--- src/rtl/adc_trig_pkg.sv ---
package adc_trig_pkg;

    localparam int SEL_W   = 4;
    localparam int NUM_EVT = 11;

    localparam logic [SEL_W-1:0] SRC_NONE   = 4'd0;
    localparam logic [SEL_W-1:0] SRC_SW_ONE = 4'd1;
    localparam logic [SEL_W-1:0] SRC_SW_LVL = 4'd2;
    localparam logic [SEL_W-1:0] SRC_SCAN   = 4'd3;
    localparam logic [SEL_W-1:0] SRC_SYNC   = 4'd4;
    localparam logic [SEL_W-1:0] SRC_EVT0   = 4'd5;

    // Whether the shared source named by sel is active this cycle.
    // The scan code never fires here; scan handling is separate.
    function automatic logic src_fires(
        input logic [SEL_W-1:0]   sel,
        input logic               sw_one,
        input logic               sw_lvl,
        input logic               sync,
        input logic [NUM_EVT-1:0] evt
    );
        logic hit;
        case (sel)
            SRC_NONE:   hit = 1'b0;
            SRC_SW_ONE: hit = sw_one;
            SRC_SW_LVL: hit = sw_lvl;
            SRC_SCAN:   hit = 1'b0;
            SRC_SYNC:   hit = sync;
            default:    hit = evt[int'(sel) - int'(SRC_EVT0)];
        endcase
        return hit;
    endfunction

endpackage

--- src/rtl/adc_trig_decode.sv ---
module adc_trig_decode
    import adc_trig_pkg::*;
#(
    parameter int NUM_CH = 16,
    parameter int CNT_W  = 5
) (
    input  logic [CNT_W-1:0]        active_ch_cnt,
    input  logic [NUM_CH*SEL_W-1:0] ch_src_sel,
    input  logic [NUM_CH-1:0]       scan_mask,
    input  logic [SEL_W-1:0]        scan_src_sel,
    input  logic                    sw_single_trg,
    input  logic                    sw_level_trg,
    input  logic                    sync_trg,
    input  logic [NUM_EVT-1:0]      evt_trg,
    output logic [NUM_CH-1:0]       direct_req,
    output logic [NUM_CH-1:0]       scan_req
);

    logic scan_fire;

    // The reserved scan code decodes to no trigger inside src_fires.
    assign scan_fire = src_fires(scan_src_sel, sw_single_trg, sw_level_trg,
                                 sync_trg, evt_trg);

    for (genvar k = 0; k < NUM_CH; k++) begin : g_ch
        logic [SEL_W-1:0] sel;
        logic             en;
        assign sel = ch_src_sel[k*SEL_W +: SEL_W];
        assign en  = active_ch_cnt > CNT_W'(k);
        assign direct_req[k] = en && (sel != SRC_SCAN) &&
                               src_fires(sel, sw_single_trg, sw_level_trg,
                                         sync_trg, evt_trg);
        assign scan_req[k]   = en && (sel == SRC_SCAN) && scan_mask[k] &&
                               scan_fire;
    end

endmodule

--- src/rtl/adc_trig_ffs.sv ---
module adc_trig_ffs #(
    parameter int N  = 16,
    parameter int IW = 4
) (
    input  logic [N-1:0]  vec,
    output logic          found,
    output logic [IW-1:0] idx
);

    // Scan downward so the lowest set bit is the last one written.
    always_comb begin
        found = 1'b0;
        idx   = '0;
        for (int i = N - 1; i >= 0; i--) begin
            if (vec[i]) begin
                found = 1'b1;
                idx   = IW'(i);
            end
        end
    end

endmodule

--- src/rtl/adc_trig_arbiter.sv ---
module adc_trig_arbiter
    import adc_trig_pkg::*;
#(
    parameter int NUM_CH = 16,
    parameter int CH_W   = $clog2(NUM_CH),
    parameter int CNT_W  = CH_W + 1
) (
    input  logic                    clk,
    input  logic                    rst_n,
    input  logic [CNT_W-1:0]        active_ch_cnt,
    input  logic [NUM_CH*SEL_W-1:0] ch_src_sel,
    input  logic [NUM_CH-1:0]       scan_mask,
    input  logic [SEL_W-1:0]        scan_src_sel,
    input  logic                    sw_single_trg,
    input  logic                    sw_level_trg,
    input  logic                    sync_trg,
    input  logic [NUM_EVT-1:0]      evt_trg,
    input  logic                    conv_done,
    input  logic                    drop_clr,
    output logic                    grant_valid,
    output logic [CH_W-1:0]         mux_sel,
    output logic [CH_W-1:0]         demux_sel,
    output logic                    busy,
    output logic                    drop_flag
);

    typedef struct packed {
        logic              busy;
        logic              gnt;
        logic [CH_W-1:0]   sel;
        logic              slot_vld;
        logic [CH_W-1:0]   slot_ch;
        logic [NUM_CH-1:0] scan_rem;
        logic              drop;
    } arb_st_t;

    arb_st_t st_d, st_q;

    logic [NUM_CH-1:0] direct_req, scan_req;
    logic [NUM_CH-1:0] slot_vec, cand, gbit, wait_vec, new_direct;
    logic              c_found, n_found, grant_now, lost;
    logic [CH_W-1:0]   c_idx, n_idx;

    adc_trig_decode #(.NUM_CH(NUM_CH), .CNT_W(CNT_W)) u_decode (
        .active_ch_cnt (active_ch_cnt),
        .ch_src_sel    (ch_src_sel),
        .scan_mask     (scan_mask),
        .scan_src_sel  (scan_src_sel),
        .sw_single_trg (sw_single_trg),
        .sw_level_trg  (sw_level_trg),
        .sync_trg      (sync_trg),
        .evt_trg       (evt_trg),
        .direct_req    (direct_req),
        .scan_req      (scan_req)
    );

    // Every request competing for the next grant.
    assign slot_vec = st_q.slot_vld ? (NUM_CH'(1) << st_q.slot_ch) : '0;
    assign cand     = direct_req | slot_vec | st_q.scan_rem | scan_req;

    adc_trig_ffs #(.N(NUM_CH), .IW(CH_W)) u_pick_grant (
        .vec   (cand),
        .found (c_found),
        .idx   (c_idx)
    );

    assign grant_now  = !st_q.busy && c_found;
    assign gbit       = grant_now ? (NUM_CH'(1) << c_idx) : '0;
    assign new_direct = direct_req & ~gbit;
    assign wait_vec   = (direct_req | slot_vec) & ~gbit;
    assign lost       = (wait_vec & (wait_vec - NUM_CH'(1))) != '0;

    // The lowest new loser claims the slot.
    adc_trig_ffs #(.N(NUM_CH), .IW(CH_W)) u_pick_slot (
        .vec   (new_direct),
        .found (n_found),
        .idx   (n_idx)
    );

    always_comb begin
        st_d          = st_q;
        st_d.gnt      = grant_now;
        st_d.scan_rem = (st_q.scan_rem | scan_req) & ~gbit;

        if (grant_now) begin
            st_d.sel  = c_idx;
            st_d.busy = 1'b1;
        end else if (st_q.busy && conv_done) begin
            st_d.busy = 1'b0;
        end

        if (n_found) begin
            st_d.slot_vld = 1'b1;
            st_d.slot_ch  = n_idx;
        end else if (st_q.slot_vld && !gbit[st_q.slot_ch]) begin
            st_d.slot_vld = 1'b1;
        end else begin
            st_d.slot_vld = 1'b0;
        end

        if (lost) begin
            st_d.drop = 1'b1;
        end else if (drop_clr) begin
            st_d.drop = 1'b0;
        end
    end

    always_ff @(posedge clk or negedge rst_n) begin
        if (!rst_n) begin
            st_q <= '0;
        end else begin
            st_q <= st_d;
        end
    end

    assign grant_valid = st_q.gnt;
    assign mux_sel     = st_q.sel;
    assign demux_sel   = st_q.sel;
    assign busy        = st_q.busy;
    assign drop_flag   = st_q.drop;

endmodule

--- config.mk ---
export PLATFORM = sky130hd
export DESIGN_NAME = adc_trig_arbiter
export DESIGN_NICKNAME = d
export VERILOG_FILES = /design/src/rtl/adc_trig_pkg.sv /design/src/rtl/adc_trig_decode.sv /design/src/rtl/adc_trig_ffs.sv /design/src/rtl/adc_trig_arbiter.sv
export SDC_FILE = /design/constraint.sdc
export NUM_CORES = 1
export LEC_CHECK = 0
export ABC_AREA = 1
export BUFFER_PORTS_ARGS = -buffer_cell sky130_fd_sc_hd__clkbuf_2
export CAP_MARGIN = 0
export CELL_PAD_IN_SITES_DETAIL_PLACEMENT = 1
export CELL_PAD_IN_SITES_GLOBAL_PLACEMENT = 1
export CORE_MARGIN = 5
export CORE_UTILIZATION = 30
export DETAILED_ROUTE_END_ITERATION = 12
export PLACE_DENSITY_LB_ADDON = 0.1
export SLEW_MARGIN = 20
export SYNTH_ARGS = -nofsm -noshare
export SYNTH_HDL_FRONTEND = slang
export SYNTH_SLANG_ARGS = --single-unit
--- constraint.sdc ---
create_clock -name clk -period 2.9 [get_ports clk]
set_input_delay 0.145 -clock clk [delete_from_list [all_inputs] [get_ports clk]]
set_output_delay 0.145 -clock clk [all_outputs]
set_load 0.02 [all_outputs]
; Yosys cells after proc, flatten, opt, wreduce, memory -nomap -nowiden
; Cells that the tools add are included.
[word_totals]
reg_bits = 28
elab_cells = 418
in_bits = 107
out_inout_bits = 11
[op_classes]
n_addsub = 18
mux = 142
bitwise = 9
reduce_logical = 122
magnitude_cmp = 34
shifts = 2
n_eq_ne = 84
[ops]
columns = operator, count
row1 = 32-bit by 6-bit < comparator with 1-bit output (second input constant), 17
row2 = 4-bit by 2-bit == test with 1-bit output (second input constant), 34
row3 = 4-bit two-way mux, 32
row4 = 4-bit by 3-bit subtractor with 5-bit output (second input constant), 17
row5 = 1-bit logical AND, 83
row6 = 1-bit two-way mux, 73
row7 = 1-bit binary-select mux with 4-bit select, 18
row8 = 4-bit by 1-bit == test with 1-bit output (second input constant), 17
row9 = 4-bit by 3-bit == test with 1-bit output (second input constant), 17
row10 = 4-bit zero test, 17
row11 = 1-bit one-hot mux with 4 select lines, 17
row12 = 16-bit bitwise AND, 4
row13 = 4-bit by 2-bit inequality test with 1-bit output (second input constant), 16
row14 = 16-bit bitwise OR, 4
row15 = 5-bit by 4-bit greater-than comparator with 1-bit output (second input constant), 8
row16 = 2-bit OR reduction, 17
row17 = 16-bit two-way mux, 2
row18 = 1-bit by 4-bit left shift with 16-bit output (first input constant), 2
row19 = 5-bit by 3-bit greater-than comparator with 1-bit output (second input constant), 4
row20 = 16-bit inverter, 1
row21 = 16-bit nonzero test, 1
row22 = 16-bit by 1-bit subtractor with 16-bit output (second input constant), 1
row23 = 5-bit by 1-bit greater-than comparator with 1-bit output (second input constant), 2
row24 = 5-bit by 2-bit greater-than comparator with 1-bit output (second input constant), 2
row25 = other kinds (3), 5

; Logic depth before layout (Yosys ltp)
; Gate-level depths: netlist of run 1.
[logic_depth]
word_depth = 46
depth_mapped = 45
ltp_nobuf = 44

; Hierarchy
; Synthesis of run 1 repeated with hierarchy kept, for this count alone.
[hier_totals]
cells_unflattened = 1455
area_unflattened_um2 = 7886.3
[modules_own_cells]
columns = module, area_each_um2, cells_each, seq_area_each_um2, instances
row1 = adc_trig_decode, 5256.3, 988, 0.0, 1
row2 = adc_trig_arbiter, 2212.1, 369, 700.7, 1
row3 = adc_trig_ffs, 209.0, 49, 0.0, 2

; Least setup slack after synthesis of run 1
; OpenSTA, ideal clock, no wires.
[synth_timing]
path_type = input to register
from = in scan_src_sel[0]
to = reg st_q (netlist bit drop_flag)
arrival_ps = 3350
required_ps = 2773
stages = 26
path_slack_ps = -577
n_path_buf = 2
setup_ps = 127
path_cell_list = buf_6 inv_4 ha_1 nor2_1 a21oi_1 nor2_1 nor2_1 nand2_2 and2_4 buf_8 a31o_1 nor4_2 and2_1 nand2_2 a21boi_4 nand4_2 nor2_2 inv_2 nand2_2 nand2_2 nor2_4 nand2_4 nor3_2 nor2_1 nor4_2 nand2_1
[synth_via]
elab_chain_cells = 31
word_cells_on_any_way = 70
cone_classes = add/sub: 2 / eq/ne: 4 / shift: 1 / mux: 38 / bitwise: 4 / reduce/logical: 21
[synth_rtl]
columns = element, line
row1 = "start, declared", adc_trig_arbiter.sv:13  ; input logic [SEL_W-1:0] scan_src_sel,
row2 = 4-bit by 3-bit subtractor with 5-bit output, adc_trig_pkg.sv:29  ; default: hit = evt[int'(sel) - int'(SRC_EVT0)];
row3 = 1-bit binary-select mux with 4-bit select, adc_trig_pkg.sv:29
row4 = 1-bit two-way mux (implied by the code) (2 in series), adc_trig_pkg.sv:29
row5 = 1-bit one-hot mux with 4 select lines *, adc_trig_pkg.sv:23  ; case (sel)
row6 = 1-bit logical AND, adc_trig_decode.sv:33  ; assign scan_req[k] = en && (sel == SRC_SCAN) && scan_mask[k] &&
row7 = 16-bit bitwise OR *, adc_trig_arbiter.sv:59  ; assign cand = direct_req | slot_vec | st_q.scan_rem | scan_req;
row8 = 4-bit two-way mux / 1-bit two-way mux (equally long branches) (16 in series), adc_trig_ffs.sv:15  ; if (vec[i]) begin
row9 = 1-bit by 4-bit left shift with 16-bit output / 1-bit logical AND (equally long branches), "adc_trig_arbiter.sv:68, adc_trig_arbiter.sv:67"
row10 = 16-bit two-way mux *, adc_trig_arbiter.sv:68  ; assign gbit = grant_now ? (NUM_CH'(1) << c_idx) : '0;
row11 = 16-bit inverter *, adc_trig_arbiter.sv:70  ; assign wait_vec = (direct_req | slot_vec) & ~gbit;
row12 = 16-bit bitwise AND *, adc_trig_arbiter.sv:70
row13 = 16-bit by 1-bit subtractor with 16-bit output, adc_trig_arbiter.sv:71  ; assign lost = (wait_vec & (wait_vec - NUM_CH'(1))) != '0;
row14 = 16-bit bitwise AND *, adc_trig_arbiter.sv:71
row15 = 16-bit nonzero test *, adc_trig_arbiter.sv:71
row16 = 1-bit two-way mux / 2-bit nonzero test (equally long branches), --
row17 = "end signal, assigned", adc_trig_arbiter.sv:112  ; st_q <= st_d;
row18 = "end, declared", adc_trig_arbiter.sv:37  ; arb_st_t st_d, st_q;
; Every way passes the cells marked *; elsewhere a longest branch is shown, timed or not. The select of a mux whose other input is x is not followed.
; A chain may end at the register's enable or synchronous reset.

; Worst setup path after layout of run 1
[layout_timing]
from = reg st_q[17] (netlist bit)
to = reg st_q (netlist bit drop_flag)
[layout_via]
elab_chain_cells = 29
word_cells_on_any_way = 47
cone_classes = add/sub: 1 / shift: 2 / mux: 35 / bitwise: 6 / reduce/logical: 3
[layout_rtl]
columns = element, line
row1 = 1-bit by 4-bit left shift with 16-bit output *, adc_trig_arbiter.sv:58  ; assign slot_vec = st_q.slot_vld ? (NUM_CH'(1) << st_q.slot_ch) : '0;
row2 = 16-bit two-way mux *, adc_trig_arbiter.sv:58
row3 = 16-bit bitwise OR *, "adc_trig_arbiter.sv:59, adc_trig_arbiter.sv:70"
row4 = 16-bit bitwise OR (2 in series), adc_trig_arbiter.sv:59
row5 = 4-bit two-way mux / 1-bit two-way mux (equally long branches) (16 in series), adc_trig_ffs.sv:15
row6 = 1-bit by 4-bit left shift with 16-bit output / 1-bit logical AND (equally long branches), "adc_trig_arbiter.sv:68, adc_trig_arbiter.sv:67"
row7 = 16-bit two-way mux, adc_trig_arbiter.sv:68
row8 = 16-bit inverter, adc_trig_arbiter.sv:70
row9 = 16-bit bitwise AND *, adc_trig_arbiter.sv:70
row10 = 16-bit by 1-bit subtractor with 16-bit output, adc_trig_arbiter.sv:71
row11 = 16-bit bitwise AND *, adc_trig_arbiter.sv:71
row12 = 16-bit nonzero test *, adc_trig_arbiter.sv:71
row13 = 1-bit two-way mux / 2-bit nonzero test (equally long branches), --
; Every way passes the cells marked *; elsewhere a longest branch is shown, timed or not.

==> flow_metrics.py, run 1 <==
metrics = {
    "setup_path": {
        "worstPathRequired_ps": 3060,
        "startpoint_type": "register",
        "cp_max_fo": 5,
        "crit_top_cell": "nand2_1",
        "worstSetupPathType": "reg -> reg",
        "critPathMaxStageDelay_ps": 480,
        "end_kind": "register",
        "slowest_stage": "dfrtp_1",
        "crit_arrival_ps": 4050,
    },
    "final_layout": {
        "nFillCells": 3255,
        "drive_gt1_frac": 0.419,
        "final_area_sq_um": 12300,
        "num-nets-final": 1926,
        "area_growth_pct": 67.8,
        "n_antenna_cell": 0,
    },
    "clock_tree": {
        "cts-root-buf": "clkbuf_16",
        "cts_buffers": 3,
        "clock_sink_count": 28,
        "worstSkewPairLatency_ps": 280,
        "cts_tree": "done",
        "h-tree-depth": 1,
        "cts_buffer_depth": 2,
        "path_clk_slew_ps": 80,
    },
    "floorplan": {
        "io_pins": 118,
        "core_sq_um": 24200,
        "std_cell_rows": 57,
        "fp.dieH_um": 166,
        "die_w_um": 166,
        "dieArea_sq_um": 27600,
        "initial_core_util": 0.303,
    },
    "synthesis": {
        "synth.avg_cell_area_sq_um": 5.85,
        "ys_types": 62,
        "syn_area_sq_um": 7320,
        "synthCells": 1250,
        "synth-edff-count": 0,
        "synth_seq_area_share": 0.0957,
        "ys_top_cells_by_area": "nand2_1, ha_1, dfrtp_1",
        "netlist.area_leader.share": 0.147,
        "ys_warn_count": 0,
        "async_reset_ff_frac": 1.00,
        "syn_nets": 1442,
        "yosysTopAreaCell": "nand2_1",
        "ys_ff_latch": 28,
        "synth_top_flop_cell": "dfrtp_1",
    },
    "sta": {
        "rsz0062_at_grt": "yes",
        "final.period_utilization": 1.34,
        "worst_pin_slew_ps": 886,
        "fmax_ghz": 0.257,
        "hold_viol_final": 0,
        "whs_ps": 54.5,
        "min_period_ps": 3890,
        "fin_worst_skew_ps": 12.4,
        "drv_slew": 0,
        "relSlewSlack": 0.409,
        "setup_slack_ps": -993,
        "setup_violations": 21,
    },
    "routing": {
        "ant_nets": 0,
        "wl_per_cell_um": 18.3,
        "wl_mm": 37.6,
        "drt_iter0_drc": 565,
        "via_per_inst": 5.03,
        "first_pass_iters": 7,
        "via_count": 10300,
        "drc_errors": 0,
    },
    "placement": {
        "hpwl_mm": 29.7,
        "portBuffers": 117,
        "place_area_sq_um": 11000,
        "gp_congestion": 0.938,
    },
    "power_and_ir_drop": {
        "p_leak_nw": 6.41,
        "ir_drop_uv": 358,
        "power.density_nw_per_um2": 401,
        "power_mw": 4.92,
    },
    "status": {
        "violations": "negative setup slack",
        "status": "complete, but fails checks",
    },
    "grt": {
        "grt_max_degree": 29,
        "grt_pass1_wl_mm": 56.1,
        "grt_remaining_overflow": 0,
        "grt_pass1_vias": 10800,
        "antenna_found_initial": 0,
        "grt_usage": 0.248,
    },
    "job": {
        "maxCapViolCount": 0,
    },
    "min_path": {
        "min_path_type": "in -> reg",
    },
}
worst max-delay path, delay by kind of cell (launching register included):
kind	cells	cell delay, ps
AOI/OAI and AO/OA	2	330
and+or+nand+nor	24	2390
DFF	1	480
buffers and inverters	4	530
synth_stat cells (2+ instances only):
cell        n
clkbuf_1    9
o22ai_1     9
buf_2      19
buf_4       8
a31o_2      2
inv_1     185
nor2_2      7
nand4_4     2
nand3_1    88
nand2_4     2
o21ai_0   117
xor2_1     23
nor4_1      4
nand3_2     3
o21ai_1     4
ha_1       85
nor4_2      2
o21bai_1    3
o311ai_0    5
nand4_1    24
a41oi_1     5
nor2_4      4
nor3b_1     5
nand2_2    10
dfrtp_1    28
a21oi_1    74
nor3_2      3
nor3_1     16
a32oi_1     2
a211oi_1    7
o221ai_1   10
a311oi_1    2
nor2_1    132
o211ai_1   10
a31oi_1     7
nand3b_1    2
xnor2_1     9
inv_2       8
or2_2       6
nand2_1   287
cell type report:
cell class / count / area [sq um] / area share
Tap cell: 324 / 405 / 0.0330
Multi-Input combinational cell: 990 / 6470 / 0.527
Inverter: 194 / 759 / 0.0619
Clock inverter: 1 / 30.0 / 0.00245
Timing Repair Buffer: 517 / 3840 / 0.313
Sequential cell: 28 / 701 / 0.0571
Clock buffer: 3 / 75.1 / 0.00611
flip-flops by register name (all words and copies together), names as in the netlist:
register,count
demux_sel,4
drop_flag,1
busy,1
grant_valid,1
st_q,21
metrics by stage:
step / TNS [ps] / util / setup slack, ps / instances
2_1_floorplan: -2290 / - / -502 / 1250
3_3_place_gp: -11650 / 0.454 / -1080 / 2011
3_5_place_dp: -13260 / 0.454 / -1230 / 2011
4_1_cts: -3030 / 0.483 / -677 / 2036
5_1_grt: -10730 / 0.508 / -1150 / 2057
6_report: -7830 / 0.508 / -993 / 2057
routing by layer:
metal  vias up  GRT usage  wire length [um]
li1       5082          -                 -
met1      4913      0.322             16300
met2       283      0.447             18600
met3        64     0.0233              1680
met4         0     0.0516              1020
met5         -          0                 0
where the power goes:
group / leakage [nW] / internal [mW] / switching (mW) / total, mW
Clock: 0.0511 / 0.276 / 0.165 / 0.441
Combinational: 6.05 / 1.79 / 2.16 / 3.94
Sequential: 0.313 / 0.478 / 0.0598 / 0.538
kinds of logic (layout without fill, tap and decap cells):
| logic type | Yosys count | count (layout) | synth area share |
|---|---|---|---|
| flip-flops | 28 | 28 | 0.0957 |
| buffers and inverters | 232 | 715 | 0.129 |
| XOR/XNOR | 32 | 32 | 0.0383 |
| AO/OA/AOI/OAI | 271 | 271 | 0.221 |
| AND/OR/NAND/NOR | 602 | 602 | 0.371 |
| adder cells (fa/ha/maj) | 85 | 85 | 0.145 |
final timing paths:
kind | cells past startpoint | start | slack [ps] | to
min in group asynchronous | 2 | rst_n | 510 | demux_sel[1]$_DFFE_PN0P_
hold reg to reg | 2 | demux_sel[1]$_DFFE_PN0P_ | 510 | demux_sel[1]$_DFFE_PN0P_
setup reg to reg | 30 | st_q[17]$_DFFE_PN0P_ | -990 | drop_flag$_DFFE_PN0P_
setup / recovery | 30 | st_q[17]$_DFFE_PN0P_ | -990 | drop_flag$_DFFE_PN0P_
max in group asynchronous | 2 | rst_n | 1830 | st_q[9]$_DFF_PN0_
hold / removal | 2 | conv_done | 50 | busy$_DFFE_PN0P_
timing repair:
action	in CTS	in global routing
endpoints found under the setup margin	19	27
buffers inserted	24	24
pin swaps	28	54
hold endpoints to repair	28	0
hold buffers	1	0
resized for setup	96	115
cells in the final DEF, fill, tap and decap left out, types with 38 or more instances in the layout:
master,netlist,routed
nand2_2,10,38
a21oi_1,74,65
nor2_1,132,105
ha_1,85,67
nand2_1,287,249
buf_4,8,366
inv_1,185,166
clkbuf_2,0,115
o21ai_0,117,103
nand3_1,88,77
No activity file was read; power rests on OpenSTA's default activity.
==> run 2: changes to the inputs <==
SKIP_CTS_REPAIR_TIMING = 1   (was not set)
==> flow_metrics.py, run 2 (synthesized netlist as in run 1, its figures left out) <==
metrics = {
    "setup_path": {
        "end_kind": "register",
        "rr_startpoint": "st_q[18]$_DFFE_PN0P_",
        "startpoint": "scan_src_sel[1]",
        "worstSetupPathType": "in -> reg",
        "worstPathRequired_ps": 3060,
        "reg2reg_to": "drop_flag$_DFFE_PN0P_",
        "crit_end": "drop_flag$_DFFE_PN0P_",
        "ff2ff_path_depth": 34,
        "startpoint_type": "input port",
        "cp_max_fo": 8,
        "crit_arrival_ps": 3970,
        "reg2reg_slack_ps": -840,
    },
    "sta": {
        "whs_ps": -46.6,
        "fin_worst_skew_ps": 9.33,
        "setup_slack_ps": -909,
        "min_period_ps": 3810,
        "relSlewSlack": 0.436,
        "fmax_ghz": 0.263,
        "hold_viol_final": 28,
        "drv_slew": 0,
        "final.period_utilization": 1.31,
        "setup_violations": 20,
        "worst_pin_slew_ps": 846,
        "rsz0062_at_grt": "yes",
    },
    "power_and_ir_drop": {
        "clkPwrFrac": 0.095,
        "swShare": 0.476,
        "p_int_mw": 2.40,
        "power.density_nw_per_um2": 385,
        "switching_power_mw": 2.18,
        "seqPwrFrac": 0.116,
        "pwr-share-comb": 0.788,
        "power_mw": 4.59,
        "p_leak_nw": 6.29,
        "ir_drop_uv": 354,
    },
    "floorplan": {
        "die_w_um": 166,
        "initial_core_util": 0.303,
        "io_pins": 118,
        "fp.dieH_um": 166,
        "std_cell_rows": 57,
        "dieArea_sq_um": 27600,
        "core_sq_um": 24200,
    },
    "status": {
        "violations": "negative hold slack, negative setup slack",
        "status": "complete, but fails checks",
    },
    "routing": {
        "wl_per_cell_um": 17.4,
        "ant_nets": 0,
        "wl_mm": 35.5,
        "drc_errors": 0,
        "drt_iter0_drc": 494,
        "via_per_inst": 4.99,
        "first_pass_iters": 7,
        "via_count": 10200,
    },
    "grt": {
        "grt_remaining_overflow": 0,
        "grt_pass1_vias": 10400,
        "grt_pass1_wl_mm": 54.2,
        "antenna_found_initial": 0,
        "grt_usage": 0.239,
        "grt_max_degree": 29,
    },
    "final_layout": {
        "final_util": 0.493,
        "drive_gt1_frac": 0.399,
        "largest_register": "st_q",
        "nFillCells": 3298,
        "num-nets-final": 1908,
        "final_common_cell": "buf_4",
        "largest_register_ffs": 21,
        "register_area_sq_um": 701,
        "instances_no_fill": 2039,
        "area_growth_pct": 62.8,
        "final_cell_mix": "buf_4, nand2_1, inv_1",
        "n_antenna_cell": 0,
        "multi_input_area_sq_um": 6320,
    },
    "job": {
        "maxCapViolCount": 0,
    },
    "clock_tree": {
        "cts-root-buf": "clkbuf_16",
        "worstSkewPairLatency_ps": 280,
        "cts_buffers": 3,
        "h-tree-depth": 1,
        "clock_sink_count": 28,
        "cts_buffer_depth": 2,
        "path_clk_slew_ps": 80,
        "cts_tree": "done",
    },
    "placement": {
        "gp_congestion": 0.938,
        "placed_cells": 2011,
        "hpwl_mm": 29.7,
        "portBuffers": 117,
    },
    "min_path": {
        "min_path_type": "in -> async",
    },
}
## run 2: area by class of cell
class / count / share of cell area
Multi-Input combinational cell: 990 / 0.530
Inverter: 194 / 0.0625
Tap cell: 324 / 0.0340
Clock buffer: 3 / 0.00630
Clock inverter: 1 / 0.00252
Timing Repair Buffer: 499 / 0.306
Sequential cell: 28 / 0.0588
## run 2: per-layer routing
metal,vias to the layer above,GRT usage,part of all wire,wire length (um)
met3,44,0.0248,0.044,1560
li1,5045,-,-,-
met1,4814,0.316,0.45,15900
met2,262,0.427,0.49,17300
met4,0,0.0441,0.020,722
met5,-,0,0,0
## run 2: metrics by stage
stage | TNS, ps | cell area (sq um) | worst slack [ps]
global route | -9610 | 11900 | -1090
global placement | -11650 | 11000 | -1080
detailed placement | -13260 | 11000 | -1230
finish | -6550 | 11900 | -909
CTS | -6450 | 11100 | -959
floorplan | -2290 | 7450 | -502
## run 2: critical path, stage by stage
cell and delay (ps):
buf_8 100, buf_6 120, ha_4 150, o21ai_2 140, nand3_2 140, nor2_2 110
nand2_2 90, and2_4 170, buf_12 130, buf_6 110, a31o_4 240, nor4_4 310
and2_4 220, nand2_4 60, a21boi_4 360, nand4_4 190, o21ai_1 280, nand2_1 140
nor2_4 160, nand2_4 90, nor3_2 100, nor2_1 60, nor4_2 260, nand2_1 90
## run 2: power by group through the flow
stage / Sequential [mW] / Clock (mW) / Combinational (mW)
2_1_floorplan: 0.545 / 0 / 1.54
3_3_place_gp: 0.535 / 0 / 3.05
3_5_place_dp: 0.539 / 0 / 3.12
4_1_cts: 0.532 / 0.441 / 3.14
5_1_grt: 0.543 / 0.456 / 3.92
6_report: 0.534 / 0.437 / 3.62
## run 2: how the worst min path moves through the flow
stage | from | endpoint | slack (ps) | depth (start not counted)
finish | rst_n | grant_valid$_DFF_PN0_ | -50 | 1
global route | rst_n | grant_valid$_DFF_PN0_ | 30 | 1
CTS | rst_n | demux_sel[1]$_DFFE_PN0P_ | -20 | 1
detailed placement | rst_n | demux_sel[1]$_DFFE_PN0P_ | 270 | 1
global placement | rst_n | demux_sel[1]$_DFFE_PN0P_ | 270 | 1
floorplan | rst_n | busy$_DFFE_PN0P_ | -150 | 0
